===== config.mk =====
export PLATFORM = sky130hd
export DESIGN_NAME = uart_fifo_irq_gen
export DESIGN_NICKNAME = d
export VERILOG_FILES = /design/src/rtl/uart_fifo_irq_pkg.sv /design/src/rtl/fifo_occ.sv /design/src/rtl/trig_ctl.sv /design/src/rtl/rx_timeout.sv /design/src/rtl/uart_fifo_irq_gen.sv
export SDC_FILE = /design/constraint.sdc
export NUM_CORES = 1
export LEC_CHECK = 0
export ABC_AREA = 1
export CAP_MARGIN = 20
export CORE_ASPECT_RATIO = 1.75
export CORE_MARGIN = 1.5
export CORE_UTILIZATION = 48
export DETAILED_ROUTE_END_ITERATION = 8
export GPL_TIMING_DRIVEN = 1
export HOLD_SLACK_MARGIN = 0.05
export PLACE_DENSITY = 0.76
export RECOVER_POWER = 25
export SLEW_MARGIN = 15
export SYNTH_ARGS = -nofsm -noshare
export SYNTH_HDL_FRONTEND = slang
export SYNTH_SLANG_ARGS = --single-unit
export TNS_END_PERCENT = 20

===== constraint.sdc =====
create_clock -name clk -period 2.32 [get_ports clk]
set_input_delay 0.348 -clock clk [delete_from_list [all_inputs] [get_ports clk]]
set_output_delay 0.348 -clock clk [all_outputs]
set_load 0.01 [all_outputs]

===== src/rtl/uart_fifo_irq_pkg.sv =====
package uart_fifo_irq_pkg;

  typedef enum logic [1:0] {
    TRIG_8  = 2'b00,
    TRIG_16 = 2'b01,
    TRIG_56 = 2'b10,
    TRIG_60 = 2'b11
  } trig_code_e;

  // Control byte fields
  localparam int CTL_EN_BIT = 0;
  localparam int CTL_TX_LSB = 4;
  localparam int CTL_RX_LSB = 6;

  // Character counts for each threshold code
  localparam int unsigned LVL_A = 8;
  localparam int unsigned LVL_B = 16;
  localparam int unsigned LVL_C = 56;
  localparam int unsigned LVL_D = 60;

  function automatic int unsigned trig_chars(input trig_code_e code);
    case (code)
      TRIG_8:  return LVL_A;
      TRIG_16: return LVL_B;
      TRIG_56: return LVL_C;
      default: return LVL_D;
    endcase
  endfunction

endpackage


===== src/rtl/fifo_occ.sv =====
module fifo_occ #(
  parameter int DEPTH = 64,
  parameter int CW    = $clog2(DEPTH + 1)
) (
  input  logic          clk,
  input  logic          rst_n,
  input  logic          flush,
  input  logic          enable,
  input  logic          push,
  input  logic          pop,
  output logic          push_ok,
  output logic [CW-1:0] cnt
);

  localparam logic [CW-1:0] FULL = CW'(DEPTH);

  logic pop_ok;

  assign push_ok = enable && push && (cnt != FULL);
  assign pop_ok  = enable && pop  && (cnt != '0);

  always_ff @(posedge clk or negedge rst_n) begin
    if (!rst_n)
      cnt <= '0;
    else if (flush)
      cnt <= '0;
    else if (push_ok && !pop_ok)
      cnt <= cnt + CW'(1);
    else if (pop_ok && !push_ok)
      cnt <= cnt - CW'(1);
  end

  a_r7_no_overflow: assert property (@(posedge clk) disable iff (!rst_n)
    cnt <= FULL);

  a_r7_single_step: assert property (@(posedge clk) disable iff (!rst_n)
    !flush |=> (cnt == $past(cnt) || cnt == $past(cnt) + CW'(1) ||
                cnt + CW'(1) == $past(cnt)));

endmodule


===== src/rtl/trig_ctl.sv =====
module trig_ctl
  import uart_fifo_irq_pkg::*;
#(
  parameter int CW = 7
) (
  input  logic          clk,
  input  logic          rst_n,
  input  logic          ctl_we,
  input  logic [7:0]    ctl_data,
  input  logic          enh_mode,
  output logic          fifo_en,
  output logic          flush,
  output logic [CW-1:0] rx_trig,
  output logic [CW-1:0] tx_trig_eff
);

  trig_code_e rx_code;
  trig_code_e tx_shadow;
  trig_code_e tx_active;
  logic       unused_ctl_bits;

  assign unused_ctl_bits = ^ctl_data[3:1];
  assign flush = ctl_we && !ctl_data[CTL_EN_BIT];

  always_ff @(posedge clk or negedge rst_n) begin
    if (!rst_n) begin
      fifo_en   <= 1'b0;
      rx_code   <= TRIG_8;
      tx_shadow <= TRIG_8;
    end else if (ctl_we) begin
      fifo_en   <= ctl_data[CTL_EN_BIT];
      rx_code   <= trig_code_e'(ctl_data[CTL_RX_LSB +: 2]);
      tx_shadow <= trig_code_e'(ctl_data[CTL_TX_LSB +: 2]);
    end
  end

  // Legacy mode pins the transmit threshold to the reset value
  assign tx_active   = enh_mode ? tx_shadow : TRIG_8;
  assign rx_trig     = CW'(trig_chars(rx_code));
  assign tx_trig_eff = CW'(trig_chars(tx_active));

  a_r6_legacy_tx_level: assert property (@(posedge clk) disable iff (!rst_n)
    !enh_mode |-> tx_trig_eff == CW'(LVL_A));

  a_r2_flush_disables: assert property (@(posedge clk) disable iff (!rst_n)
    flush |=> !fifo_en);

endmodule


===== src/rtl/rx_timeout.sv =====
module rx_timeout #(
  parameter int LIMIT = 40,
  parameter int TW    = $clog2(LIMIT + 1)
) (
  input  logic clk,
  input  logic rst_n,
  input  logic enable,
  input  logic load_ok,
  input  logic read,
  input  logic tick,
  input  logic below_trig,
  input  logic has_data,
  output logic timeout
);

  localparam logic [TW-1:0] LIM = TW'(LIMIT);

  logic          armed;
  logic [TW-1:0] timer;

  always_ff @(posedge clk or negedge rst_n) begin
    if (!rst_n)
      armed <= 1'b0;
    else if (!enable)
      armed <= 1'b0;
    else if (load_ok)
      armed <= 1'b1;
    else if (read)
      armed <= 1'b0;
  end

  always_ff @(posedge clk or negedge rst_n) begin
    if (!rst_n)
      timer <= '0;
    else if (!enable || load_ok || read)
      timer <= '0;
    else if (armed && below_trig && tick && timer != LIM)
      timer <= timer + TW'(1);
  end

  assign timeout = armed && has_data && below_trig && (timer == LIM);

  a_r8_timer_bounded: assert property (@(posedge clk) disable iff (!rst_n)
    timer <= LIM);

  a_r9_load_restarts: assert property (@(posedge clk) disable iff (!rst_n)
    load_ok |=> !timeout);

  a_r9_read_clears: assert property (@(posedge clk) disable iff (!rst_n)
    (read && !load_ok) |=> !timeout);

endmodule


===== src/rtl/uart_fifo_irq_gen.sv =====
module uart_fifo_irq_gen
  import uart_fifo_irq_pkg::*;
#(
  parameter int DEPTH         = 64,
  parameter int BITS_PER_CHAR = 10,
  parameter int TIMEOUT_CHARS = 4,
  parameter int CW            = $clog2(DEPTH + 1)
) (
  input  logic          clk,
  input  logic          rst_n,
  input  logic          fcr_we,
  input  logic [7:0]    fcr_wdata,
  input  logic          enh_mode,
  input  logic          rx_load,
  input  logic          rhr_read,
  input  logic          tx_write,
  input  logic          tx_take,
  input  logic          baud_tick,
  output logic [CW-1:0] rx_count,
  output logic [CW-1:0] tx_count,
  output logic          rx_level_irq,
  output logic          rx_timeout_irq,
  output logic          tx_level_irq
);

  localparam int TICK_LIMIT = BITS_PER_CHAR * TIMEOUT_CHARS;

  logic          fifo_en;
  logic          flush;
  logic [CW-1:0] rx_trig;
  logic [CW-1:0] tx_trig_eff;
  logic [CW-1:0] tx_room_lim;
  logic          rx_push_ok;
  logic          tx_push_ok;
  logic          rx_below;
  logic          tmo_raw;

  trig_ctl #(.CW(CW)) u_trig (
    .clk        (clk),
    .rst_n      (rst_n),
    .ctl_we     (fcr_we),
    .ctl_data   (fcr_wdata),
    .enh_mode   (enh_mode),
    .fifo_en    (fifo_en),
    .flush      (flush),
    .rx_trig    (rx_trig),
    .tx_trig_eff(tx_trig_eff)
  );

  fifo_occ #(.DEPTH(DEPTH), .CW(CW)) u_rx_occ (
    .clk    (clk),
    .rst_n  (rst_n),
    .flush  (flush),
    .enable (fifo_en),
    .push   (rx_load),
    .pop    (rhr_read),
    .push_ok(rx_push_ok),
    .cnt    (rx_count)
  );

  fifo_occ #(.DEPTH(DEPTH), .CW(CW)) u_tx_occ (
    .clk    (clk),
    .rst_n  (rst_n),
    .flush  (flush),
    .enable (fifo_en),
    .push   (tx_write),
    .pop    (tx_take),
    .push_ok(tx_push_ok),
    .cnt    (tx_count)
  );

  assign rx_below = rx_count < rx_trig;

  rx_timeout #(.LIMIT(TICK_LIMIT)) u_tmo (
    .clk       (clk),
    .rst_n     (rst_n),
    .enable    (fifo_en),
    .load_ok   (rx_push_ok),
    .read      (rhr_read),
    .tick      (baud_tick),
    .below_trig(rx_below),
    .has_data  (rx_count != '0),
    .timeout   (tmo_raw)
  );

  assign tx_room_lim    = CW'(DEPTH) - tx_trig_eff;
  assign rx_level_irq   = fifo_en && !rx_below;
  assign tx_level_irq   = fifo_en && (tx_count <= tx_room_lim);
  assign rx_timeout_irq = fifo_en && tmo_raw;

  a_r2_disabled_quiet: assert property (@(posedge clk) disable iff (!rst_n)
    !fifo_en |-> (!rx_level_irq && !tx_level_irq && !rx_timeout_irq &&
                  rx_count == '0 && tx_count == '0));

  a_r10_timeout_excl_level: assert property (@(posedge clk) disable iff (!rst_n)
    !(rx_timeout_irq && rx_level_irq));

  a_r8_timeout_needs_data: assert property (@(posedge clk) disable iff (!rst_n)
    rx_timeout_irq |-> rx_count != '0);

  a_r4_level_min: assert property (@(posedge clk) disable iff (!rst_n)
    rx_level_irq |-> rx_count >= CW'(LVL_A));

  a_r7_tx_push_full: assert property (@(posedge clk) disable iff (!rst_n)
    tx_push_ok |-> tx_count != CW'(DEPTH));

endmodule


# Word-level counts from Yosys, hierarchy flattened
# Cells that the tools add are included.
# totals
ff_bits,26
in_bits,17
output_inout_bits,17
word_cells,76
# op_classes
add_sub_neg,6
n_lt_le_gt_ge,2
n_eq_ne,9
muxes,14
reduce_logical,38
# op_table
cell,count
two-way mux 7 bit,6
one-hot mux 6 bit (3 select lines),2
logical AND 1 bit,22
"adder 7 x 1 -> 7 bit, second input constant",2
"!= test 7 bit, second input constant",2
nonzero test 7 bit,2
"subtractor 7 x 1 -> 7 bit, second input constant",2
two-way mux 6 bit,2
<= comparator 7 bit,1
zero test 1 bit,7
less-than comparator 7 bit,1
"subtractor 7 bit, first input constant",1
"adder 6 x 1 -> 6 bit, second input constant",1
"== test 6 bit, second input constant",1
"!= test 6 bit, second input constant",1
nonzero test 3 bit,2
"== test 2 x 1 -> 1 bit, second input constant",2
"== test 2 bit, second input constant",2
zero test 2 bit,2
two-way mux 1 bit,3
"!= test 3 x 2 -> 1 bit, second input constant",1
logical OR 1 bit,2
two-way mux 2 bit,1
nonzero test 2 bit,1

# Logic depth before layout (Yosys ltp)
# depth
ltp_word,8
ltp_mapped,14
mapped_depth_nobuf,14

# Cells and area by module
# From an unflattened synthesis, not the netlist that was laid out.
# hier_totals
hier_cells,355
area_unflattened_um2,2600.0
# modules_own_cells
mod,instances,cells_per_inst,area_per_inst_um2,seq_area_each_um2
fifo_occ,2,89,684.4,175.2
uart_fifo_irq_gen,1,76,476.7,0.0
rx_timeout,1,59,464.2,175.2
trig_ctl,1,42,290.3,125.1

# Worst setup path after synthesis
# No wires, ideal clock.
# synth_path
path_kind,flip-flop to flip-flop
from,register u_rx_occ.cnt[0]
to,register u_rx_occ.cnt[6]
setup_ns,0.083
arrival_time_ns,2.273
t_required_ns,2.237
slack_ns,-0.036
path_stages_with_launch,13
n_path_buf,0
period_less_slack_ns,2.356
cell_sequence,dfrtp_1 -> inv_2 -> nand4_1 -> o31ai_1 -> or2_2 -> ha_1 -> inv_1 -> ha_1 -> nand2_1 -> or2_2 -> nand4_1 -> nand2_1 -> o21ai_0
# synth_via
elab_chain_cells,6
word_cells_on_any_way,14
cone_classes,add/sub (2); eq/ne (1); mux (3); reduce/logical (8)
# synth_lines
element,line_no,source
from (decl),fifo_occ.sv:12,output logic [CW-1:0] cnt
from (signal assigned),fifo_occ.sv:28,cnt <= cnt + CW'(1);
from (signal assigned),fifo_occ.sv:30,cnt <= cnt - CW'(1);
"parallel branches: the longest is 6 deep, another holds subtractor 7 x 1 -> 7 bit",-,
# Several ways; the timed one is not identified. The select of a mux whose other input is x is not followed.
# A chain may end at the register's enable or synchronous reset.

# Worst setup path in the final report
# layout_path
from,register u_rx_occ.cnt[1]
to,register u_rx_occ.cnt[6]
# Same word-level chain as after synthesis.

==> results.toml <==
[global_routing]
grt_pass1_vias = 2040
antenna_found_initial = 0
grt_use_met3_pct = 1.50
grt_max_degree = 27
met1_usage_pct = 23.5
met2_usage_pct = 47.0
busiest_layer = "met2"
grt-ovfl-total = 0
grt_pass1_wl_um = 8580
grt_usage_pct = 23.5

[cts]
clk_latency_ns = 0.28
h-tree-depth = 1
clock_sinks = 26
clock-root-buffer = "clkbuf_8"
cts-hold-fix-buffers = 0
cts.clk_slew.worst_paths_ns = 0.09
cts_buffer_depth = 2
tritoncts = "built"
cts_buffers = 3

[worst_setup_path]
path_class = "reg2reg"
max_stage_delay_ns = 0.40
cp.arrival_ns = 2.56
cp-end-kind = "flip-flop"
timing.rr.end = "u_rx_occ.cnt[6]$_DFFE_PN0P_"
r2r_cells = 12
r2r_setup_slack_ns = -0.08
critPathLaunch = "u_rx_occ.cnt[1]$_DFFE_PN0P_"
crit_slowest_cell = "dfrtp_1"
worst_setup_path_start_kind = "flip-flop"
crit_chain = "inv_2, nand4_1, o31ai_2, or2_4, ha_4, inv_6, buf_6, ha_4, nand2_4, or2_4, a31oi_1, o21ai_1"
required_ns = 2.48
crit_fanout = 5
r2r_start = "u_rx_occ.cnt[1]$_DFFE_PN0P_"

[yosys]
ys_seq_area_share_pct = 31.5
async_reset_ff_share_pct = 100
yosysTopAreaCellShare_pct = 31.5
ys_seq_elements = 26
ys.flop_type = "dfrtp_1"
synth.top_cells.by_area = "dfrtp_1 (32%), ha_1 (15%), nand2_1 (9.5%)"
synthMostInstantiatedCell = "nand2_1"
postSynthAreaPerCell_um2 = 7.84
yosysUniqueCellTypes = 38
yosysWarnings = 0
synth_edf_count = 0
yosys-top-cells-count = "nand2_1 (52), inv_1 (35), dfrtp_1 (26), ha_1 (24), nand3_1 (21)"
syn_nets = 306
synth_area_mm2 = 0.00206
yosys.area.top_type = "dfrtp_1"
syn_inst = 263

[timing]
fin_crit_ns = 2.40
fmax_mhz = 417
period_share_pct = 103
tightest_slew_ns = 1.41
hold_viol_final = 0
slew_headroom_pct = 5.73
fin_ws_ns = -0.0809
setup_viol = 3
report.final.slew_viol_count = 0
clock_skew_ns = 0.00613
rsz0062_at_grt = "yes"
tns_ns = -0.206

[drt]
num_vias = 2066
drt_iter0_markers = 43
wl_per_cell_um = 13.8
drt_wl_total_um = 5460
avgViaCountPerCell = 5.22
ant_nets = 0
dr.pass1.iters = 4
drc = 0

[die]
core_region_area_mm2 = 0.00415
ioPinCount = 34
die-width_um = 52.6
fp.dieH_um = 89.7
die_area_mm2 = 0.00472
num_rows = 31
start_util_pct = 49.7

[placement]
hpwl_um = 4260
place_area_mm2 = 0.00276
place_ws_ns = -0.365
place.gp.congestion = 0.829
port-buffer-count = 30

[status]
status = "finished, violations left"
violations = "setup timing"

[cells_and_area]
fin_area_mm2 = 0.00298
syn_to_final_growth_pct = 44.5
nets = 391
post-route-util_pct = 71.8
antenna-diode-count = 0
drive_above_1_share_pct = 30.0
fillers = 321

[worst_hold_path]
min_path_type = "reg2reg"
holdPathEnd = "u_tmo.armed$_DFFE_PN0P_"
hold_path_depth = 2
hp-start = "u_tmo.armed$_DFFE_PN0P_"

[pwr]
power_density_mw_per_mm2 = 1140
power_w = 0.00341
ir_drop_uv = 845
power_leakage_nw = 1.51

[flow_run]
timing.max_cap.violations = 0
## timing repair
| item | 4_1_cts | 5_1_grt |
|---|---|---|
| buffers inserted | 1 | 5 |
| pin swaps | 2 | 16 |
| gates cloned | 0 | 0 |
| setup endpoints to repair | 7 | 10 |
| resized for setup | 11 | 32 |
## power breakdown
group	switching [W]	internal, W
logic	0.00122	0.00123
clock network	0.000147	0.000152
registers	0.0000890	0.000569
total	0.00146	0.00195
## cell type report
class                   instances  area (um2)  area share (%)
multi-input cells             198        1400            46.8
repair buffers                 81         668            22.4
flip-flops and latches         26         651            21.8
inverters                      38         150            5.04
well taps                      49        61.3            2.06
clock buffers                   4        55.1            1.85
## through the flow
stage          hold WS, ns  std cells
6_report             0.519        396
4_1_cts              0.453        391
2_1_floorplan       0.0524        263
3_3_place_gp         0.492        386
5_1_grt              0.563        396
3_5_place_dp         0.495        386
## cell families after synthesis
group,share of synthesized area [%]
DFF,31.5
buffers and inverters,7.58
adders and majority gates,16.5
AOI/OAI and AO/OA,13.2
xor gates and xnor gates,2.97
other,0.182
and+or+nand+nor,28.0
## state kept, by name, summed over array words and instances, names as in the netlist
signal            count
u_trig.rx_code        2
u_trig.fifo_en        1
u_rx_occ.cnt          7
u_tmo.armed           1
u_trig.tx_shadow      2
u_tx_occ.cnt          7
u_tmo.timer           6
## per-layer routing
| metal | vias up | share of wire [%] |
|---|---|---|
| li1 | 1046 | - |
| met1 | 966 | 37 |
| met2 | 45 | 59 |
| met3 | 9 | 2.0 |
| met4 | 0 | 2.0 |
| met5 | - | 0 |
## worst max-delay path by stage
| stage | end | slack (ns) |
|---|---|---|
| global placement | u_rx_occ.cnt[4]$_DFFE_PN0P_ | -0.23 |
| detailed placement | u_rx_occ.cnt[4]$_DFFE_PN0P_ | -0.36 |
| global route | u_rx_occ.cnt[5]$_DFFE_PN0P_ | -0.16 |
| floorplan | u_rx_occ.cnt[6]$_DFFE_PN0P_ | 0.00009 |
| finish | u_rx_occ.cnt[6]$_DFFE_PN0P_ | -0.08 |
| CTS | u_rx_occ.cnt[6]$_DFFE_PN0P_ | -0.22 |
## worst max-delay path, delay by kind of cell, from the launching register on
family | cells | cell delay (ns)
AOI/OAI and AO/OA | 3 | 0.56
buffers and inverters | 3 | 0.24
DFF | 1 | 0.40
and+or+nand+nor | 4 | 0.64
adders and majority gates | 2 | 0.45
## cells in the final DEF, fill, tap and decap left out, types with 5 or more instances in the layout
cell and n:
a21oi_1 11, ha_4 5, clkdlybuf4s50_1 26, o21ai_1 9, buf_4 49, inv_2 7, nor2_1 13, inv_1 29
dfrtp_1 26, nand4_1 7, nand3_1 20, xor2_1 5, o21ai_0 9, ha_1 19, nand2_1 50
No activity file was read; power rests on OpenSTA's default activity.
